File: src/rtl/irq_eng_pkg.sv
package irq_eng_pkg;
  // index width for a count of items, at least one bit
  function automatic int idx_width(input int n);
    return (n > 1) ? $clog2(n) : 1;
  endfunction

  // counter width able to hold the value n
  function automatic int cnt_width(input int n);
    return (n > 1) ? $clog2(n + 1) : 1;
  endfunction
endpackage

File: src/rtl/irq_pin_slot.sv
module irq_pin_slot #(
  parameter int STORM_LIMIT = 10000
) (
  input  logic clk,
  input  logic rst_n,
  input  logic lvl,
  input  logic is_level,
  input  logic masked,
  input  logic eoi_hit,
  input  logic grant_acc,
  input  logic reinject,
  output logic want,
  output logic rirr,
  output logic coal,
  output logic parked
);
  localparam int CNT_W = irq_eng_pkg::cnt_width(STORM_LIMIT);

  logic             lvl_q, lvl_d;
  logic             pend_q, pend_d;
  logic             rirr_q, rirr_d;
  logic             coal_q, coal_d;
  logic             park_q, park_d;
  logic [CNT_W-1:0] cnt_q, cnt_d;
  logic             rise, park_set;

  assign rise = lvl & ~lvl_q;

  always_comb begin
    lvl_d    = lvl;
    pend_d   = 1'b0;
    coal_d   = 1'b0;
    rirr_d   = rirr_q;
    cnt_d    = cnt_q;
    park_set = 1'b0;
    if (!is_level) begin
      pend_d = rise | (pend_q & ~grant_acc);
      coal_d = rise & pend_q & ~grant_acc;
      rirr_d = 1'b0;
    end else begin
      if (grant_acc)    rirr_d = 1'b1;
      else if (eoi_hit) rirr_d = 1'b0;
      if (eoi_hit) begin
        if (!masked && lvl_q) begin
          if (cnt_q == CNT_W'(STORM_LIMIT - 1)) begin
            cnt_d    = '0;
            park_set = 1'b1;
          end else begin
            cnt_d = cnt_q + 1'b1;
          end
        end else begin
          cnt_d = '0;
        end
      end
    end
    if (park_set)      park_d = 1'b1;
    else if (reinject) park_d = 1'b0;
    else               park_d = park_q;
  end

  always_ff @(posedge clk or negedge rst_n) begin
    if (!rst_n) begin
      lvl_q  <= 1'b0;
      pend_q <= 1'b0;
      rirr_q <= 1'b0;
      coal_q <= 1'b0;
      park_q <= 1'b0;
      cnt_q  <= '0;
    end else begin
      lvl_q  <= lvl_d;
      pend_q <= pend_d;
      rirr_q <= rirr_d;
      coal_q <= coal_d;
      park_q <= park_d;
      cnt_q  <= cnt_d;
    end
  end

  assign want   = ~masked & (is_level ? (lvl_q & ~rirr_q & ~park_q) : pend_q);
  assign rirr   = rirr_q;
  assign coal   = coal_q;
  assign parked = park_q;
endmodule

File: src/rtl/irq_prio_pick.sv
module irq_prio_pick #(
  parameter int NUM_PINS = 24,
  localparam int PIN_W = irq_eng_pkg::idx_width(NUM_PINS)
) (
  input  logic [NUM_PINS-1:0] want,
  output logic                any,
  output logic [PIN_W-1:0]    idx
);
  always_comb begin
    idx = '0;
    for (int i = NUM_PINS - 1; i >= 0; i--) begin
      if (want[i]) idx = PIN_W'(i);
    end
  end
  assign any = |want;
endmodule

File: src/rtl/irq_storm_timer.sv
module irq_storm_timer #(
  parameter int REINJ_DELAY = 1000000
) (
  input  logic clk,
  input  logic rst_n,
  input  logic arm,
  output logic fire
);
  localparam int DLY_W = irq_eng_pkg::cnt_width(REINJ_DELAY);

  logic             act_q, act_d;
  logic [DLY_W-1:0] cnt_q, cnt_d;

  assign fire = act_q && (cnt_q == '0);

  always_comb begin
    act_d = act_q;
    cnt_d = cnt_q;
    if (!act_q) begin
      if (arm) begin
        act_d = 1'b1;
        cnt_d = DLY_W'(REINJ_DELAY - 1);
      end
    end else if (fire) begin
      act_d = 1'b0;
    end else begin
      cnt_d = cnt_q - 1'b1;
    end
  end

  always_ff @(posedge clk or negedge rst_n) begin
    if (!rst_n) begin
      act_q <= 1'b0;
      cnt_q <= '0;
    end else begin
      act_q <= act_d;
      cnt_q <= cnt_d;
    end
  end
endmodule

File: src/rtl/irq_deliver_engine.sv
module irq_deliver_engine #(
  parameter int NUM_PINS    = 24,
  parameter int VEC_W       = 8,
  parameter int DEST_W      = 8,
  parameter int STORM_LIMIT = 10000,
  parameter int REINJ_DELAY = 1000000,
  localparam int PIN_W = irq_eng_pkg::idx_width(NUM_PINS)
) (
  input  logic                       clk,
  input  logic                       rst_n,
  input  logic [NUM_PINS-1:0]        pin_level,
  input  logic [NUM_PINS-1:0]        cfg_level,
  input  logic [NUM_PINS-1:0]        cfg_mask,
  input  logic [NUM_PINS*VEC_W-1:0]  cfg_vector,
  input  logic [NUM_PINS*DEST_W-1:0] cfg_dest,
  input  logic                       eoi_valid,
  input  logic [VEC_W-1:0]           eoi_vector,
  input  logic                       dlv_ready,
  output logic                       dlv_valid,
  output logic [PIN_W-1:0]           dlv_pin,
  output logic [VEC_W-1:0]           dlv_vector,
  output logic [DEST_W-1:0]          dlv_dest,
  output logic                       dlv_level,
  output logic [NUM_PINS-1:0]        remote_irr,
  output logic [NUM_PINS-1:0]        coal_pulse
);
  logic [NUM_PINS-1:0] want, parked, grant_acc, eoi_hit;
  logic                pick_any, reinject;
  logic [PIN_W-1:0]    pick_idx;

  for (genvar g = 0; g < NUM_PINS; g++) begin : g_pin
    assign eoi_hit[g]   = eoi_valid && (cfg_vector[g*VEC_W +: VEC_W] == eoi_vector);
    assign grant_acc[g] = pick_any && dlv_ready && (pick_idx == PIN_W'(g));

    irq_pin_slot #(
      .STORM_LIMIT(STORM_LIMIT)
    ) slot_i (
      .clk      (clk),
      .rst_n    (rst_n),
      .lvl      (pin_level[g]),
      .is_level (cfg_level[g]),
      .masked   (cfg_mask[g]),
      .eoi_hit  (eoi_hit[g]),
      .grant_acc(grant_acc[g]),
      .reinject (reinject),
      .want     (want[g]),
      .rirr     (remote_irr[g]),
      .coal     (coal_pulse[g]),
      .parked   (parked[g])
    );
  end

  irq_prio_pick #(
    .NUM_PINS(NUM_PINS)
  ) pick_i (
    .want(want),
    .any (pick_any),
    .idx (pick_idx)
  );

  irq_storm_timer #(
    .REINJ_DELAY(REINJ_DELAY)
  ) timer_i (
    .clk  (clk),
    .rst_n(rst_n),
    .arm  (|parked),
    .fire (reinject)
  );

  assign dlv_valid  = pick_any;
  assign dlv_pin    = pick_idx;
  assign dlv_vector = cfg_vector[pick_idx*VEC_W +: VEC_W];
  assign dlv_dest   = cfg_dest[pick_idx*DEST_W +: DEST_W];
  assign dlv_level  = cfg_level[pick_idx];
endmodule

File: config.mk
export PLATFORM = sky130hd
export DESIGN_NAME = irq_deliver_engine
export DESIGN_NICKNAME = d
export VERILOG_FILES = /design/src/rtl/irq_eng_pkg.sv /design/src/rtl/irq_pin_slot.sv /design/src/rtl/irq_prio_pick.sv /design/src/rtl/irq_storm_timer.sv /design/src/rtl/irq_deliver_engine.sv
export SDC_FILE = /design/constraint.sdc
export NUM_CORES = 1
export LEC_CHECK = 0
export BUFFER_PORTS_ARGS = -buffer_cell sky130_fd_sc_hd__buf_4
export CAP_MARGIN = 30
export CELL_PAD_IN_SITES_DETAIL_PLACEMENT = 1
export CELL_PAD_IN_SITES_GLOBAL_PLACEMENT = 1
export CORE_ASPECT_RATIO = 1.2
export CORE_MARGIN = 2
export CORE_UTILIZATION = 39
export DETAILED_ROUTE_END_ITERATION = 8
export PLACE_DENSITY_LB_ADDON = 0.1
export SLEW_MARGIN = 30
export SYNTH_ARGS = -nofsm -noshare
export SYNTH_HDL_FRONTEND = slang
export SYNTH_SLANG_ARGS = --single-unit
File: constraint.sdc
create_clock -name clk -period 4 [get_ports clk]
set_input_delay 0.8 -clock clk [delete_from_list [all_inputs] [get_ports clk]]
set_output_delay 0.8 -clock clk [all_outputs]
set_load 0.01 [all_outputs]
# Yosys cells after proc, flatten, opt, wreduce, memory -nomap -nowiden
# Index checks and enable logic that the tools add are counted.
dict set report op_classes {
  shifts 2
  bitwise_logic 312
  order_cmp 1
  muxes 345
  n_eq_ne 96
  add_sub_neg 25
  div 0
  n_reduce_logical 152
  n_mul 0
}
# cell n
set ops {}
lappend ops {{two-way mux 14 bit} 48}
lappend ops {{indexed part select 192 x 9 -> 8 bit} 2}
lappend ops {{adder 14 x 1 -> 14 bit, second input constant} 24}
lappend ops {{equality test 14 bit, second input constant} 24}
lappend ops {{two-way mux 1 bit} 269}
lappend ops {{equality test 8 bit} 24}
lappend ops {{AND 1 bit} 168}
lappend ops {{two-way mux 5 bit} 24}
lappend ops {{inverter 1 bit} 120}
lappend ops {{logical AND 1 bit} 74}
lappend ops {{!= test 3 x 1 -> 1 bit, second input constant} 24}
lappend ops {{two-way mux 20 bit} 3}
lappend ops {{AND reduction 2 bit} 25}
lappend ops {{nonzero test 2 bit} 25}
lappend ops {{OR reduction 24 bit} 2}
lappend ops {{equality test 5 x 4 -> 1 bit, second input constant} 8}
lappend ops {{equality test 5 bit, second input constant} 8}
lappend ops {{zero test 1 bit} 24}
lappend ops {{OR 1 bit} 24}
lappend ops {{equality test 5 x 3 -> 1 bit, second input constant} 4}
lappend ops {{zero test 20 bit} 1}
lappend ops {{subtractor 20 x 1 -> 20 bit, second input constant} 1}
lappend ops {{equality test 5 x 2 -> 1 bit, second input constant} 2}
lappend ops {{less-than comparator 5 x 6 -> 1 bit, second input constant} 1}
lappend ops {{4 further kinds} 4}
dict set report totals {
  mem_count 0
  latchBits 0
  in_bits 468
  ff_bits 477
  out_inout_bits 71
  mem_bits_ro 0
  ramBits 0
  elab_cells 1079
}

# Depth between registers and ports, before layout
dict set report logic_depth {
  depth_word 35
  ltp_mapped 14
  mapped_depth_nobuf 10
}

# By module
# From an unflattened synthesis, not the netlist that was laid out.
dict set report hier_totals {
  hier_cells 3464
  hier_area_um2 32972.9
}
# module seq_area_each_um2 area_each_um2 cells_per_inst n_inst
set by_module_without_submodules {}
lappend by_module_without_submodules {{irq_pin_slot at g_pin[0].slot_i ...} 475.5 1044.8 105 14}
lappend by_module_without_submodules {{irq_pin_slot at g_pin[22].slot_i ...} 475.5 1052.3 105 10}
lappend by_module_without_submodules {irq_deliver_engine 0.0 6200.9 756 1}
lappend by_module_without_submodules {irq_storm_timer 525.5 1313.8 140 1}
lappend by_module_without_submodules {irq_prio_pick 0.0 309.0 48 1}

# Worst setup path before layout
# No wires, ideal clock.
dict set report synth_timing {
  path_type {input-to-output}
  start {in cfg_level[0]}
  end {out dlv_level}
  arrival_ps 3309
  setup_slack_ps -109
  path_buffers 3
  required_time_ps 3200
  stages 11
  path_cell_list {buf_2 nor4bb_1 o21ba_2 or4_1 buf_2 a211oi_2 buf_4 mux2_2 a32o_1 a2111oi_0 a22oi_1}
}
dict set report synth_via {
  elab_chain_len 5
}
# element line_no
set synth_rtl {}
lappend synth_rtl {{start, declared} irq_deliver_engine.sv:12} ;# input logic [NUM_PINS-1:0] cfg_level,
lappend synth_rtl {{two-way mux 1 bit} irq_pin_slot.sv:79} ;# assign want = ~masked & (is_level ? (lvl_q & ~rirr_q & ~park_q) : pend_q);
lappend synth_rtl {{AND 1 bit} irq_pin_slot.sv:79}
lappend synth_rtl {{two-way mux 5 bit} irq_prio_pick.sv:12} ;# if (want[i]) idx = PIN_W'(i);
lappend synth_rtl {{binary-select mux 1 bit (select 5 bit) *} irq_deliver_engine.sv:74} ;# assign dlv_level = cfg_level[pick_idx];
lappend synth_rtl {{two-way mux 1 bit (not written as such) *} irq_deliver_engine.sv:74}
lappend synth_rtl {{end, declared} irq_deliver_engine.sv:23} ;# output logic dlv_level,
# Every way passes the cells marked *; elsewhere a longest branch is shown, timed or not. The select of a mux whose other input is x is not followed.

# Worst setup path in the final report
dict set report layout_timing {
  start {reg g_pin[2].slot_i.lvl_q}
  end {out dlv_vector[0]}
}
dict set report layout_via {
  elab_chain_len 8
}
# element line_no
set layout_rtl {}
lappend layout_rtl {{start, declared} irq_pin_slot.sv:19} ;# logic lvl_q, lvl_d;
lappend layout_rtl {{start signal, assigned} irq_pin_slot.sv:70} ;# lvl_q <= lvl_d;
lappend layout_rtl {{AND 1 bit (2 in a row)} irq_pin_slot.sv:79}
lappend layout_rtl {{two-way mux 1 bit} irq_pin_slot.sv:79}
lappend layout_rtl {{AND 1 bit} irq_pin_slot.sv:79}
lappend layout_rtl {{two-way mux 5 bit (3 in a row)} irq_prio_pick.sv:12}
lappend layout_rtl {{indexed part select 192 x 9 -> 8 bit} irq_deliver_engine.sv:72} ;# assign dlv_vector = cfg_vector[pick_idx*VEC_W +: VEC_W];
lappend layout_rtl {{end, declared} irq_deliver_engine.sv:21} ;# output logic [VEC_W-1:0] dlv_vector,
# Every way passes these cells.

==> metrics.txt <==
synthesized area 30900 sq um; vias in the first global route 34300; Synthesized Nets 4111; NumNets Final 4988; Port Buf Inserts 538; placed insts 5406; Critical R2R Launch g_pin[23].slot_i.parked$_DFFE_PN0P_; Crit path arrival time 4.07 ns; Final Max Tran Viols 0; layout cell share with drive strength beyond 1 29.6%; commonest non-fill, non-tap cell in the layout buf_4; Avg Synthesized Cell Area 8.55 sq um; Setup WS pre-CTS -1.23 ns; Reg2Reg Capture Point g_pin[0].slot_i.coal$_DFF_PN0_; CTS buffer count 55; CP Max Fanout 7; antenna violations before repair 22; height of the chip 312 um; flops & latches, synth 477; Core Rows 113; CTS clk-pin slew, worst paths 0.06 ns; post-synthesis sequential area ratio 38.6%; DP HPWL 120 mm; die width 261 um; Overflow after GRT 0; Clock Tree Buf Depth 3; Yosys warning count 0; first-pass iteration count of the detailed router 7; Starting Density 39.2%; # fillers 9211; Setup Skew 0.0776 ns; Sink Count 477; Max Cap Viol 0; synth top area cells dfrtp_1, o21ai_0, xor2_1; Startpoint Class register; Layout area overhead 38.4%; hold crit path type input port to async pin; minimum clock period 4.87 ns; DRT iter0 DRCs 2647; Setup WS post-layout -0.872 ns; clk_lat worst skew 0.66 ns; Pwr Density 345 nW/um^2; # DRC 0; Crit. End Element output pin; Die ar. 81600 sq um; final setup violation count 20; CTS Hold Bufs 0; VDD IR-drop max 383 uV; wire length per cell 27.3 um; failing checks negative setup slack; Global Route Usage Sum 36.1%; via count 33800; Synth area leader dfrtp_1; CP Class register to output pin; Most used DFF post-synth dfrtp_1; outcome finished, violations left; count of non-filler cells in the finished layout 5584; first-pass GRT wire length 222 mm; FFs w/ async S/R, synth 100%; R2R setup slack 0.70 ns; Core Area 78900 sq um; static leakage 19.0 nW; most frequent cells in the layout buf_4, dfrtp_1, o21ai_0; Reg2Reg Depth 12; ratio of final minimum period to clock period 122%; CTS tree done; number of I/O pins 539; GPL Wtd Cong 1.10; CTS root buffer clkbuf_16; Synth top area share 38.6%; relative slew slack 39.7%; Slew @ Worst Pin 0.896 ns; FMAX 0.205 GHz; RSZ-0062 raised after global routing true; number of synthesized flops with an enable pin 0; Routed Antenna Nets 0; H-tree depth 2; Vias/cell 6.05; Required @ worst endpoint 3.20 ns; Yosys cell types 103; Routed WL 153 mm; number of hold violations in the final report 0; pin count of the biggest net entering global routing 83; Post-Synthesis Cells 3618
==> registers in the layout, summed over array words and instances (netlist names) <==
register,flops
g_pin.slot_i.cnt_q,336
g_pin.slot_i.coal,24
g_pin.slot_i.lvl_q,24
g_pin.slot_i.parked,24
g_pin.slot_i.pend_q,24
g_pin.slot_i.rirr,24
timer_i.cnt_q,20
timer_i.act_q,1
==> report_power, final <==
group / switching (W) / internal (W) / total (W)
logic: 0.00251 / 0.00212 / 0.00463
clock network: 0.00218 / 0.00303 / 0.00521
registers: 0.0000333 / 0.00487 / 0.00491
total: 0.00473 / 0.0100 / 0.0147
==> critical path, stage by stage (launching register included) <==
cell and delay (ns):
dfrtp_1 0.38, nor4bb_4 0.16, o21ba_4 0.23, buf_6 0.13
or4_4 0.52, a211oi_4 0.31, buf_12 0.19, buf_6 0.10
mux2i_1 0.20, o2bb2ai_1 0.08, a32o_2 0.27, a2111oi_4 0.36
a32oi_1 0.18, buf_4 0.20, buf_6 0.12
==> stage by stage <==
step	hold slack [ns]	TNS, ns	total power, W	instance area (sq um)	utilization, %
after floorplan	0.442	-0.258	0.00651	31000	-
after global placement	0.467	-12.96	0.00875	39000	49.5
after detailed placement	0.472	-14.52	0.00878	39000	49.5
after CTS	0.169	-13.09	0.0144	42100	53.3
after global routing	0.197	-15.07	0.0152	42800	54.2
final	0.177	-13.84	0.0147	42800	54.3
==> repair_timing <==
action	4_1_cts	5_1_grt
buffers inserted	40	25
gates resized for setup	161	93
gates cloned	5	3
endpoints found under the setup margin	21	21
pin swaps	57	59
==> metal layers <==
metal	track usage (%)	share of wire, %
met5	0	0.059
met4	15.4	4.9
met3	7.79	8.4
met2	57.0	46
met1	47.7	41
==> synthesized netlist by cell type (15+ instances only) <==
cell type,number
nor4bb_1,17
nor2b_1,74
ha_1,25
a21oi_1,86
o22ai_1,21
or2_2,15
xnor2_1,67
nand4_1,79
o211ai_1,41
or4_1,15
buf_4,55
nor2_1,274
a22oi_1,34
nand4bb_1,16
a32o_1,21
clkbuf_1,110
o21ai_0,458
inv_1,73
o31ai_1,92
dfrtp_1,477
buf_2,40
and3_1,156
a31oi_1,38
nor4_1,74
and2_1,22
nor3_1,61
or3_1,25
a22o_1,25
mux2i_1,24
nand3_1,180
nand2b_1,118
a211oi_1,17
nand2_1,297
xor2_1,183
a21o_1,26
==> final cells by class <==
cell class,count,area [sq um],area share (%)
timing repair buffer,1041,8570,20.0
multi-input combinational,2845,18800,44.0
sequential,477,11900,27.9
clock inverter,16,248,0.579
inverter,75,290,0.678
clock buffer,83,1600,3.74
tap,1035,1290,3.03
antenna,12,30.0,0.0702
==> worst max-delay path by stage <==
stage | startpoint | end | slack (ns) | cells after the start
after global routing | g_pin[2].slot_i.lvl_q$_DFF_PN0_ | dlv_vector[0] | -0.93 | 14
after floorplan | cfg_level[0] | dlv_dest[5] | -0.06 | 14
after CTS | g_pin[2].slot_i.lvl_q$_DFF_PN0_ | dlv_vector[0] | -0.87 | 14
after detailed placement | cfg_level[18] | dlv_vector[3] | -1.23 | 15
after global placement | cfg_level[7] | dlv_vector[3] | -1.18 | 14
final | g_pin[2].slot_i.lvl_q$_DFF_PN0_ | dlv_vector[0] | -0.87 | 14
==> logic make-up after synthesis <==
logic type	Yosys count	synth area share, %
xor+xnor	250	7.08
simple gates	1483	25.4
flops	477	38.6
fa+ha+maj	25	1.01
buf+inv	298	4.62
compound gates	1052	22.2
mux	33	1.10
No activity file was read; power rests on OpenSTA's default activity.
